### config.mk
export PLATFORM = sky130hd
export DESIGN_NAME = mem_resp_order
export DESIGN_NICKNAME = d
export VERILOG_FILES = /design/src/rtl/mro_pkg.sv /design/src/rtl/mro_credit.sv /design/src/rtl/mro_fifo.sv /design/src/rtl/mro_rob.sv /design/src/rtl/mem_resp_order.sv
export SDC_FILE = /design/constraint.sdc
export NUM_CORES = 1
export LEC_CHECK = 0
export BUFFER_PORTS_ARGS = -buffer_cell sky130_fd_sc_hd__buf_4
export CAP_MARGIN = 10
export CORE_ASPECT_RATIO = 0.75
export CORE_MARGIN = 1.5
export CORE_UTILIZATION = 55
export CTS_CLUSTER_DIAMETER = 80
export CTS_CLUSTER_SIZE = 12
export DETAILED_ROUTE_END_ITERATION = 10
export HOLD_SLACK_MARGIN = 0.05
export PLACE_DENSITY = 0.71
export SKIP_LAST_GASP = 1
export SLEW_MARGIN = 10
export SYNTH_ARGS = -nofsm -noshare
export SYNTH_HDL_FRONTEND = slang
export SYNTH_SLANG_ARGS = --single-unit
### constraint.sdc
create_clock -name clk -period 9.8 [get_ports clk]
set_input_delay 0.49 -clock clk [delete_from_list [all_inputs] [get_ports clk]]
set_output_delay 0.49 -clock clk [all_outputs]
set_load 0.03 [all_outputs]
### src/rtl/mro_pkg.sv
package mro_pkg;

    typedef enum logic [1:0] {
        K_LOAD   = 2'd0,
        K_ATOMIC = 2'd1,
        K_STORE  = 2'd2,
        K_FENCE  = 2'd3
    } kind_e;

    typedef enum logic [1:0] {
        S_IDLE = 2'd0,
        S_ROB  = 2'd1,
        S_LDQ  = 2'd2,
        S_STQ  = 2'd3
    } wb_state_e;

    function automatic logic kind_is_ld(kind_e k);
        return (k == K_LOAD) || (k == K_ATOMIC);
    endfunction

endpackage

### src/rtl/mro_credit.sv
module mro_credit #(
    parameter int MAX = 6
) (
    input  logic clk,
    input  logic rst_n,
    input  logic inc,
    input  logic dec,
    output logic at_cap
);
    localparam int CW = $clog2(MAX + 1);

    logic [CW-1:0] cnt_q;

    always_ff @(posedge clk or negedge rst_n) begin
        if (!rst_n) begin
            cnt_q <= '0;
        end else begin
            unique case ({inc, dec})
                2'b10:   cnt_q <= cnt_q + 1'b1;
                2'b01:   cnt_q <= cnt_q - 1'b1;
                default: cnt_q <= cnt_q;
            endcase
        end
    end

    assign at_cap = (cnt_q == CW'(MAX));

    a_r8_within_cap: assert property (@(posedge clk) disable iff (!rst_n)
        cnt_q <= CW'(MAX));
    a_r8_no_issue_at_cap: assert property (@(posedge clk) disable iff (!rst_n)
        inc |-> !at_cap);
    a_r9_no_underflow: assert property (@(posedge clk) disable iff (!rst_n)
        dec |-> (cnt_q != '0));
endmodule

### src/rtl/mro_fifo.sv
module mro_fifo #(
    parameter int W     = 10,
    parameter int DEPTH = 4
) (
    input  logic         clk,
    input  logic         rst_n,
    input  logic         push,
    input  logic [W-1:0] din,
    input  logic         pop,
    output logic [W-1:0] dout,
    output logic         empty,
    output logic         full,
    output logic         multi
);
    localparam int AW = $clog2(DEPTH);
    localparam int CW = AW + 1;

    logic [W-1:0]  mem [DEPTH];
    logic [AW-1:0] rd_q, wr_q;
    logic [CW-1:0] cnt_q;

    function automatic logic [AW-1:0] bump(logic [AW-1:0] p);
        return (p == AW'(DEPTH - 1)) ? '0 : p + 1'b1;
    endfunction

    always_ff @(posedge clk or negedge rst_n) begin
        if (!rst_n) begin
            rd_q  <= '0;
            wr_q  <= '0;
            cnt_q <= '0;
        end else begin
            if (push) wr_q <= bump(wr_q);
            if (pop)  rd_q <= bump(rd_q);
            unique case ({push, pop})
                2'b10:   cnt_q <= cnt_q + 1'b1;
                2'b01:   cnt_q <= cnt_q - 1'b1;
                default: cnt_q <= cnt_q;
            endcase
        end
    end

    always_ff @(posedge clk) begin
        if (push) mem[wr_q] <= din;
    end

    assign dout  = mem[rd_q];
    assign empty = (cnt_q == '0);
    assign full  = (cnt_q == CW'(DEPTH));
    assign multi = (cnt_q > CW'(1));

    a_r10_no_push_when_full: assert property (@(posedge clk) disable iff (!rst_n)
        push |-> !full);
    a_r6_no_pop_when_empty: assert property (@(posedge clk) disable iff (!rst_n)
        pop |-> !empty);
endmodule

### src/rtl/mro_rob.sv
module mro_rob
    import mro_pkg::*;
#(
    parameter int TAG_W = 8,
    parameter int DEPTH = 16
) (
    input  logic             clk,
    input  logic             rst_n,
    input  logic             alloc_en,
    input  logic [TAG_W-1:0] alloc_tag,
    input  kind_e            alloc_kind,
    input  logic             mark_en,
    input  logic [TAG_W-1:0] mark_tag,
    output logic             mark_hit,
    input  logic             pop,
    output logic             head_rdy,
    output logic             next_rdy,
    output logic [TAG_W-1:0] head_tag,
    output kind_e            head_kind,
    output logic             full
);
    localparam int AW = $clog2(DEPTH);
    localparam int CW = AW + 1;

    logic [DEPTH-1:0] vld_v, done_v, hit_v;
    logic [TAG_W-1:0] tag_a  [DEPTH];
    kind_e            kind_a [DEPTH];
    logic [AW-1:0]    head_q, tail_q, head_nx;
    logic [CW-1:0]    cnt_q;

    always_ff @(posedge clk or negedge rst_n) begin
        if (!rst_n) begin
            head_q <= '0;
            tail_q <= '0;
            cnt_q  <= '0;
        end else begin
            if (alloc_en) tail_q <= tail_q + 1'b1;
            if (pop)      head_q <= head_q + 1'b1;
            unique case ({alloc_en, pop})
                2'b10:   cnt_q <= cnt_q + 1'b1;
                2'b01:   cnt_q <= cnt_q - 1'b1;
                default: cnt_q <= cnt_q;
            endcase
        end
    end

    for (genvar i = 0; i < DEPTH; i++) begin : g_slot
        logic             s_vld, s_done;
        logic [TAG_W-1:0] s_tag;
        kind_e            s_kind;

        always_ff @(posedge clk or negedge rst_n) begin
            if (!rst_n) begin
                s_vld  <= 1'b0;
                s_done <= 1'b0;
            end else if (alloc_en && tail_q == AW'(i)) begin
                s_vld  <= 1'b1;
                s_done <= 1'b0;
            end else if (pop && head_q == AW'(i)) begin
                s_vld  <= 1'b0;
                s_done <= 1'b0;
            end else if (mark_en && hit_v[i]) begin
                s_done <= 1'b1;
            end
        end

        always_ff @(posedge clk) begin
            if (alloc_en && tail_q == AW'(i)) begin
                s_tag  <= alloc_tag;
                s_kind <= alloc_kind;
            end
        end

        assign vld_v[i]  = s_vld;
        assign done_v[i] = s_done;
        assign tag_a[i]  = s_tag;
        assign kind_a[i] = s_kind;
        assign hit_v[i]  = s_vld && !s_done && (s_tag == mark_tag);
    end

    assign head_nx   = head_q + 1'b1;
    assign mark_hit  = |hit_v;
    assign head_rdy  = vld_v[head_q] && done_v[head_q];
    assign next_rdy  = vld_v[head_nx] && done_v[head_nx];
    assign head_tag  = tag_a[head_q];
    assign head_kind = kind_a[head_q];
    assign full      = (cnt_q == CW'(DEPTH));

    a_r4_fence_no_slot: assert property (@(posedge clk) disable iff (!rst_n)
        alloc_en |-> (alloc_kind != K_FENCE));
    a_r2_no_alloc_full: assert property (@(posedge clk) disable iff (!rst_n)
        alloc_en |-> !full);
    a_r3_pop_only_done: assert property (@(posedge clk) disable iff (!rst_n)
        pop |-> head_rdy);
    a_r5_unique_match: assert property (@(posedge clk) disable iff (!rst_n)
        mark_en |-> $countones(hit_v) <= 1);
endmodule

### src/rtl/mem_resp_order.sv
module mem_resp_order
    import mro_pkg::*;
#(
    parameter int TAG_W        = 8,
    parameter int ROB_DEPTH    = 16,
    parameter int RSPQ_DEPTH   = 4,
    parameter int INFLIGHT_MAX = 6
) (
    input  logic             clk,
    input  logic             rst_n,
    input  logic             mode_ooo,
    input  logic             iss_valid,
    input  logic [TAG_W-1:0] iss_tag,
    input  logic [1:0]       iss_kind,
    output logic             iss_ready,
    input  logic             rsp_valid,
    input  logic [TAG_W-1:0] rsp_tag,
    input  logic [1:0]       rsp_kind,
    output logic             rsp_err,
    output logic             wb_valid,
    output logic [TAG_W-1:0] wb_tag,
    output logic [1:0]       wb_kind,
    input  logic             wb_ready
);
    localparam int QW = TAG_W + 2;

    kind_e     ik, rk, wk;
    wb_state_e state_q, state_d;

    logic ld_cap, st_cap, rob_full;
    logic iss_fire, wb_fire;
    logic rob_hit, rob_head_rdy, rob_next_rdy, rob_pop;
    logic [TAG_W-1:0] rob_head_tag;
    kind_e rob_head_kind;
    logic ldq_push, stq_push, ldq_pop, stq_pop;
    logic ldq_empty, ldq_full, ldq_multi, stq_empty, stq_full, stq_multi;
    logic [QW-1:0] ldq_dout, stq_dout;
    logic ld_left, st_left, rob_left;

    assign ik = kind_e'(iss_kind);
    assign rk = kind_e'(rsp_kind);

    // issue gating: per-kind credit plus a free slot in program-order mode
    always_comb begin
        unique case (ik)
            K_LOAD, K_ATOMIC: iss_ready = !ld_cap && (mode_ooo || !rob_full);
            K_STORE:          iss_ready = !st_cap && (mode_ooo || !rob_full);
            default:          iss_ready = 1'b1;
        endcase
    end
    assign iss_fire = iss_valid && iss_ready;

    // response routing
    assign ldq_push = mode_ooo && rsp_valid && kind_is_ld(rk) && !ldq_full;
    assign stq_push = mode_ooo && rsp_valid && (rk == K_STORE) && !stq_full;
    always_comb begin
        if (!rsp_valid)
            rsp_err = 1'b0;
        else if (!mode_ooo)
            rsp_err = !rob_hit;
        else if (kind_is_ld(rk))
            rsp_err = ldq_full;
        else if (rk == K_STORE)
            rsp_err = stq_full;
        else
            rsp_err = 1'b1;
    end

    mro_rob #(.TAG_W(TAG_W), .DEPTH(ROB_DEPTH)) u_rob (
        .clk(clk), .rst_n(rst_n),
        .alloc_en(!mode_ooo && iss_fire && ik != K_FENCE),
        .alloc_tag(iss_tag), .alloc_kind(ik),
        .mark_en(!mode_ooo && rsp_valid), .mark_tag(rsp_tag), .mark_hit(rob_hit),
        .pop(rob_pop), .head_rdy(rob_head_rdy), .next_rdy(rob_next_rdy),
        .head_tag(rob_head_tag), .head_kind(rob_head_kind), .full(rob_full)
    );

    mro_fifo #(.W(QW), .DEPTH(RSPQ_DEPTH)) u_ldq (
        .clk(clk), .rst_n(rst_n), .push(ldq_push), .din({rsp_tag, rsp_kind}),
        .pop(ldq_pop), .dout(ldq_dout), .empty(ldq_empty), .full(ldq_full),
        .multi(ldq_multi)
    );

    mro_fifo #(.W(QW), .DEPTH(RSPQ_DEPTH)) u_stq (
        .clk(clk), .rst_n(rst_n), .push(stq_push), .din({rsp_tag, rsp_kind}),
        .pop(stq_pop), .dout(stq_dout), .empty(stq_empty), .full(stq_full),
        .multi(stq_multi)
    );

    mro_credit #(.MAX(INFLIGHT_MAX)) u_ld_credit (
        .clk(clk), .rst_n(rst_n),
        .inc(iss_fire && kind_is_ld(ik)),
        .dec(wb_fire && kind_is_ld(wk)),
        .at_cap(ld_cap)
    );

    mro_credit #(.MAX(INFLIGHT_MAX)) u_st_credit (
        .clk(clk), .rst_n(rst_n),
        .inc(iss_fire && ik == K_STORE),
        .dec(wb_fire && wk == K_STORE),
        .at_cap(st_cap)
    );

    // pops happen on the handshake of the source being offered
    assign wb_fire = wb_valid && wb_ready;
    assign rob_pop = wb_fire && (state_q == S_ROB);
    assign ldq_pop = wb_fire && (state_q == S_LDQ);
    assign stq_pop = wb_fire && (state_q == S_STQ);

    // what is still available once this cycle's pop is applied
    assign rob_left = rob_pop ? rob_next_rdy : rob_head_rdy;
    assign ld_left  = ldq_pop ? ldq_multi : !ldq_empty;
    assign st_left  = stq_pop ? stq_multi : !stq_empty;

    // state register
    always_ff @(posedge clk or negedge rst_n) begin
        if (!rst_n) state_q <= S_IDLE;
        else        state_q <= state_d;
    end

    // next state
    always_comb begin
        state_d = state_q;
        unique case (state_q)
            S_ROB, S_LDQ, S_STQ: begin
                if (wb_ready) begin
                    if (!mode_ooo)    state_d = rob_left ? S_ROB : S_IDLE;
                    else if (ld_left) state_d = S_LDQ;
                    else if (st_left) state_d = S_STQ;
                    else              state_d = S_IDLE;
                end
            end
            default: begin
                if (!mode_ooo)    state_d = rob_left ? S_ROB : S_IDLE;
                else if (ld_left) state_d = S_LDQ;
                else if (st_left) state_d = S_STQ;
                else              state_d = S_IDLE;
            end
        endcase
    end

    // outputs
    always_comb begin
        wb_valid = 1'b1;
        wb_tag   = '0;
        wk       = K_LOAD;
        unique case (state_q)
            S_ROB: begin
                wb_tag = rob_head_tag;
                wk     = rob_head_kind;
            end
            S_LDQ: begin
                wb_tag = ldq_dout[QW-1:2];
                wk     = kind_e'(ldq_dout[1:0]);
            end
            S_STQ: begin
                wb_tag = stq_dout[QW-1:2];
                wk     = kind_e'(stq_dout[1:0]);
            end
            default: wb_valid = 1'b0;
        endcase
    end
    assign wb_kind = wk;

    a_r11_hold_offer: assert property (@(posedge clk) disable iff (!rst_n)
        (wb_valid && !wb_ready) |=> (wb_valid && $stable(wb_tag) && $stable(wb_kind)));
    a_r7_load_first: assert property (@(posedge clk) disable iff (!rst_n)
        (state_q == S_IDLE && state_d == S_STQ) |-> ldq_empty);
    a_r3_offer_done_head: assert property (@(posedge clk) disable iff (!rst_n)
        (state_q == S_ROB) |-> rob_head_rdy);
    a_r4_no_fence_out: assert property (@(posedge clk) disable iff (!rst_n)
        wb_valid |-> (wk != K_FENCE));
    a_r6_mode_source: assert property (@(posedge clk) disable iff (!rst_n)
        (state_q == S_LDQ || state_q == S_STQ) |-> mode_ooo);
endmodule

# Yosys cells after proc, flatten, opt, wreduce, memory -nomap -nowiden
# Memory sizes are Yosys's and may differ from the RTL's.
# Cells that the tools add are included.
# word_totals
n_memories	2
in_bits	26
out_inout_bits	13
ff_bits	227
latch_bits	0
romBits	0
ram_bits	80
# memory_table
name	words	width	read_ports	rd_ports_with_merged_regs	wr	line_no	rtl
u_ldq.mem	4	10	1	0	1	mro_fifo.sv:18	logic [W-1:0] mem [DEPTH];
u_stq.mem	4	10	1	0	1	mro_fifo.sv:18	
# classes
div	0
n_mul	0
bitwise_logic	1
shifts	0
n_lt_le_gt_ge	5
addsub	16
mux	124
eq_ne	76
n_reduce_logical	177
# op_table
operator	count
equality test 8 bit	16
logical AND 1 bit	101
two-way mux 1 bit	97
equality test 4 bit (second input constant)	16
nonzero test 3 bit	16
nonzero test 2 bit	21
binary-select mux 8 bit (select 4 bit)	1
equality test 4 x 3 -> 1 bit (second input constant)	8
equality test 2 bit (second input constant)	14
zero test 1 bit	25
one-hot mux 3 bit (2 select lines)	4
one-hot mux 8 bit (3 select lines)	1
two-way mux 2 bit	11
equality test 2 x 1 -> 1 bit (second input constant)	9
binary-select mux 1 bit (select 4 bit)	4
equality test 4 x 2 -> 1 bit (second input constant)	4
two-way mux 8 bit	2
OR reduction 16 bit	1
adder 3 x 1 -> 3 bit (second input constant)	4
equality test 3 bit (second input constant)	4
subtractor 3 x 1 -> 3 bit (second input constant)	4
less-than comparator 4 x 5 -> 1 bit (second input constant)	2
one-hot mux 5 bit (2 select lines)	1
adder 2 x 1 -> 2 bit (second input constant)	4
19 further kinds	29

# Logic depth before layout (Yosys ltp)
# depth
depth_word	11
ltp_mapped	16

# By module
# Synthesis repeated with hierarchy kept, for this count alone.
# hier_totals
cells_unflattened	983
area_unflattened_um2	14898.0
# modules_own_cells
module	area_per_inst_um2	n_inst	cells_each	seq_area_each_um2
mro_rob	10122.2	1	690	5930.7
mro_fifo	1913.1	2	96	1376.3
mem_resp_order	629.4	1	75	50.0
mro_credit	160.2	2	13	75.1

# Worst setup path after synthesis
# No wires, ideal clock.
# synth_path
path_kind	reg2reg
start	register u_rob.head_q[0]
end	register u_st_credit.cnt_q[2]
path_slack_ps	6534
setup_ps	79
path_buffers	1
stages_incl_launch_ff	13
t_arrival_ps	3187
cell_sequence	dfrtp_1 -> buf_2 -> mux4_2 -> mux4_2 -> nand2_1 -> o21ai_1 -> nor3b_1 -> ha_1 -> inv_1 -> fa_1 -> xor2_1 -> nor2_1 -> xor2_1
# synth_between
elab_chain_cells	9
word_cells_on_any_way	11
# synth_rtl
element	line_no	rtl
start, declared	mro_rob.sv:28	logic [AW-1:0] head_q, tail_q, head_nx;
start signal, assigned	mro_rob.sv:38	if (pop) head_q <= head_q + 1'b1;
inverter 4 -> 5 bit (not written as such) (*)	mro_rob.sv:86	assign head_kind = kind_a[head_q];
binary-select mux 2 bit (select 4 bit) (*)	mro_rob.sv:86	
two-way mux 2 bit (not written as such) (*) (2 in series)	mro_rob.sv:86	
one-hot mux 2 bit (3 select lines) (*)	mem_resp_order.sv:147	unique case (state_q)
named net wb_kind[0]	mem_resp_order.sv:22	output logic [1:0] wb_kind,
equality test 2 bit (*)	mem_resp_order.sv:100	.dec(wb_fire && wk == K_STORE),
logical AND 1 bit (*)	mem_resp_order.sv:100	
equality test 2 x 1 -> 1 bit / equality test 2 bit (equally long branches)	mro_credit.sv:18	unique case ({inc, dec})
one-hot mux 3 bit (2 select lines) / nonzero test 2 bit (equally long branches)	--	
end signal, assigned	mro_credit.sv:19	2'b10: cnt_q <= cnt_q + 1'b1;
end signal, assigned	mro_credit.sv:20	2'b01: cnt_q <= cnt_q - 1'b1;
end signal, assigned	mro_credit.sv:21	default: cnt_q <= cnt_q;
end, declared	mro_credit.sv:12	logic [CW-1:0] cnt_q;
# Mark *: on every way through the listed nets, which the timed path passes. The rest lies on a longest branch. The select of a mux whose other input is x is not followed.
# A chain may end at the register's enable or synchronous reset.

# Final worst setup path
# layout_path
start	register u_rob.head_q[0]
end	output wb_tag[7]
# layout_between
elab_chain_cells	5
# layout_rtl
element	line_no	rtl
inverter 4 -> 5 bit (not written as such)	mro_rob.sv:85	assign head_tag = tag_a[head_q];
binary-select mux 8 bit (select 4 bit)	mro_rob.sv:85	
two-way mux 8 bit (not written as such) (2 in series)	mro_rob.sv:85	
one-hot mux 8 bit (3 select lines)	mem_resp_order.sv:147	
end, declared	mem_resp_order.sv:21	output logic [TAG_W-1:0] wb_tag,
# Every way passes these cells. The select of a mux whose other input is x is not followed.

==> impl_metrics.toml <==
[run_status]
outcome = "finished clean"

[setup_path]
crit_path_cell_trace = "buf_4 -> mux4_2 -> mux4_2 -> nand2_1 -> o21ai_1 -> buf_4"
r2r-start = "u_rob.head_q[1]"
start_kind = "flop"
worstSetupEndpointType = "output pin"
worstSetupPathType = "flop to output pin"
cp.buffers_inverters = 2
cp.required_ns = 9.31
slowest_delay_ns = 0.70
crit_start = "u_rob.head_q[0]"
arrival_ns = 3.53
crit_family = "multiplexers"
crit_slowest_cell = "buf_4"
crit_fanout = 39

[clock_tree]
cts_hold_buffers = 0
clk_latency_ns = 0.55
ctsHtreeMaxLevel = 1
clockBufferDepth = 3
cts_tree = "built"
root_buffer = "clkbuf_16"
cts.sinks = 307
postCtsResizedCells = 0
cts_setup_buffers = 0
path_clk_slew_ns = 0.07
cts_made_buffers = 29

[drt]
wirelength_um = 34300
drtIter0Drc = 874
drt-wirelength-per-cell_um = 25.0
first_pass_iters = 5
drc = 0
vias_per_cell = 6.18
route.antenna.remaining_nets = 0
vias = 8468

[sta]
tightest_slew_ns = 1.22
setup-violations-final = 0
maxSlewViolCount = 0
tns_ns = 0
hold_violations = 0
relSlewSlack_pct = 18.9
period_share_pct = 41.0
period_minus_slack_ns = 4.02
fin_worst_skew_ns = 0.0120
holdWs_ns = 0.0765
rsz0062_at_grt = "false"
max_freq_mhz = 249

[synthesis]
yosysWarnings = 0
synthArstFlopShare_pct = 21.8
synth_xor_area_share_pct = 9.28
synth_top_family_by_area = "multiplexers"
ys_ff_latch = 307
synth_mux_area_share_pct = 12.9
synth_top_area_share_pct = 49.3
yosys.area_share.adder_pct = 3.18
synth.distinct_cells = 48
synth_ff_type = "edfxtp_1"
ys_seq_area_share_pct = 60.7
syn_avg_cell_area_sq_um = 14.9
synth_simple_gate_area_share_pct = 7.66
syn_nets = 1044
yosys-top-cells-count = "edfxtp_1, xnor2_1, mux4_2"
yosysMostFrequentCell = "edfxtp_1"
synth_area_leaders = "edfxtp_1, mux4_2, dfrtp_1"
synth_compound_area_share_pct = 4.02
synth_edf_count = 240
synthesis.area_sq_mm = 0.0146
synth_top_area_cell = "edfxtp_1"
synthCells = 982

[layout]
finish.utilization_pct = 61.4
seq_area_sq_mm = 0.00889
finalNonFillerCells = 1371
nFillCells = 1974
finalInstanceArea_sq_mm = 0.0160
multi_input_area_sq_mm = 0.00542
area_delta_synth_final_pct = 9.25
n_antenna_cell = 0
drive_gt1_share_pct = 15.0
fin_nets = 1067

[floorplanning]
core_area_sq_mm = 0.0260
start_util_pct = 56.2
die_area_sq_mm = 0.0276
ios = 39
fp.dieW_um = 191
die_y_um = 144
rows = 51

[place]
place.gp.congestion = 0.903
place_area_sq_mm = 0.0152
port_buffers = 38
place_inst = 1318
dp_hpwl_um = 23800

[global_route]
grt_usage_pct = 25.9
grt_pass1_wl_um = 52000
grt_max_degree = 68
grt_pass1_vias = 8249
grt_overflow = 0
antenna_found_initial = 1

[power_and_ir_drop]
p_leak_nw = 5.54
peakVddDrop_uv = 178
p_per_area_mw_per_mm2 = 247

[worst_hold_path]
hold_path.class = "input port to async pin"

[run]
drv_cap = 0
cells by family after synthesis:
logic type               after synthesis
flip-flops                           307
AND/OR/NAND/NOR                      221
buffers and inverters                 80
AO/OA/AOI/OAI                         92
XOR/XNOR                             155
multiplexers                          91
adder cells (fa/ha/maj)               36
report_power, final:
group	switching [mW]	internal [mW]
logic	0.587	0.549
registers	0.237	1.55
clock network	0.468	0.555
total	1.29	2.65
area by class of cell:
| type | count | area share [%] |
|---|---|---|
| Inverter | 31 | 0.728 |
| Clock inverter | 1 | 0.0391 |
| Tap cell | 344 | 2.69 |
| Sequential cell | 307 | 55.6 |
| Clock buffer | 52 | 5.08 |
| Timing Repair Buffer | 41 | 1.93 |
| Multi-Input combinational cell | 595 | 33.9 |
per-stage QoR:
stage	setup WS [ns]	total power, mW
floorplan	6.53	2.57
global placement	6.17	2.91
detailed placement	6.12	2.94
CTS	5.75	3.95
global route	5.62	4.13
finish	5.78	3.94
metal layers:
layer	global-route usage, %	part of all wire [%]	routed length [um]	vias up
li1	-	-	-	3733
met2	37.3	43	14900	382
met5	0	0.038	13	-
met1	40.7	45	15600	4317
met3	6.14	9.8	3360	34
met4	4.07	1.2	423	2
worst paths after layout:
check	to	slack, ns	depth (start not counted)
worst max-delay path	wb_tag[7]	5.78	6
worst min-delay path	u_ldq.wr_q[0]	0.08	1
worst max register to register	u_st_credit.cnt_q[2]	6.12	11
worst min register to register	u_st_credit.cnt_q[2]	0.47	1
max in group asynchronous	u_rob.head_q[1]	9.09	1
min in group clk	state_q[1]	0.19	2
placed cells by master (no fill, tap or decap), drive strengths merged, types with 21 or more instances in the layout:
master  instances
xnor2         138
o21ai          24
ha             34
nand2          73
edfxtp        240
buf            41
mux4           77
dfrtp          67
clkbuf         52
nand3          24
inv            31
nor2           25
nor3           21
worst reg2reg max path, delay by kind of cell (launching register included):
family                   cells  cell delay [ns]
flip-flops                   1             1.14
multiplexers                 2             0.97
adder cells (fa/ha/maj)      2             0.59
AND/OR/NAND/NOR              3             0.47
XOR/XNOR                     2             0.29
AO/OA/AOI/OAI                1             0.09
buffers and inverters        1             0.06
sequential cells by signal (all words and copies together) (netlist names):
signal	count
u_rob.g_slot.s_tag	128
u_ldq.mem	40
u_stq.mem	40
u_rob.g_slot.s_kind	32
u_rob.g_slot.s_done	16
u_rob.g_slot.s_vld	16
u_rob.cnt_q	5
u_rob.head_q	4
u_rob.tail_q	4
u_ld_credit.cnt_q	3
u_ldq.cnt_q	3
u_st_credit.cnt_q	3
u_stq.cnt_q	3
state_q	2
u_ldq.rd_q	2
u_ldq.wr_q	2
u_stq.rd_q	2
u_stq.wr_q	2
(Power assumes the default switching activity.)
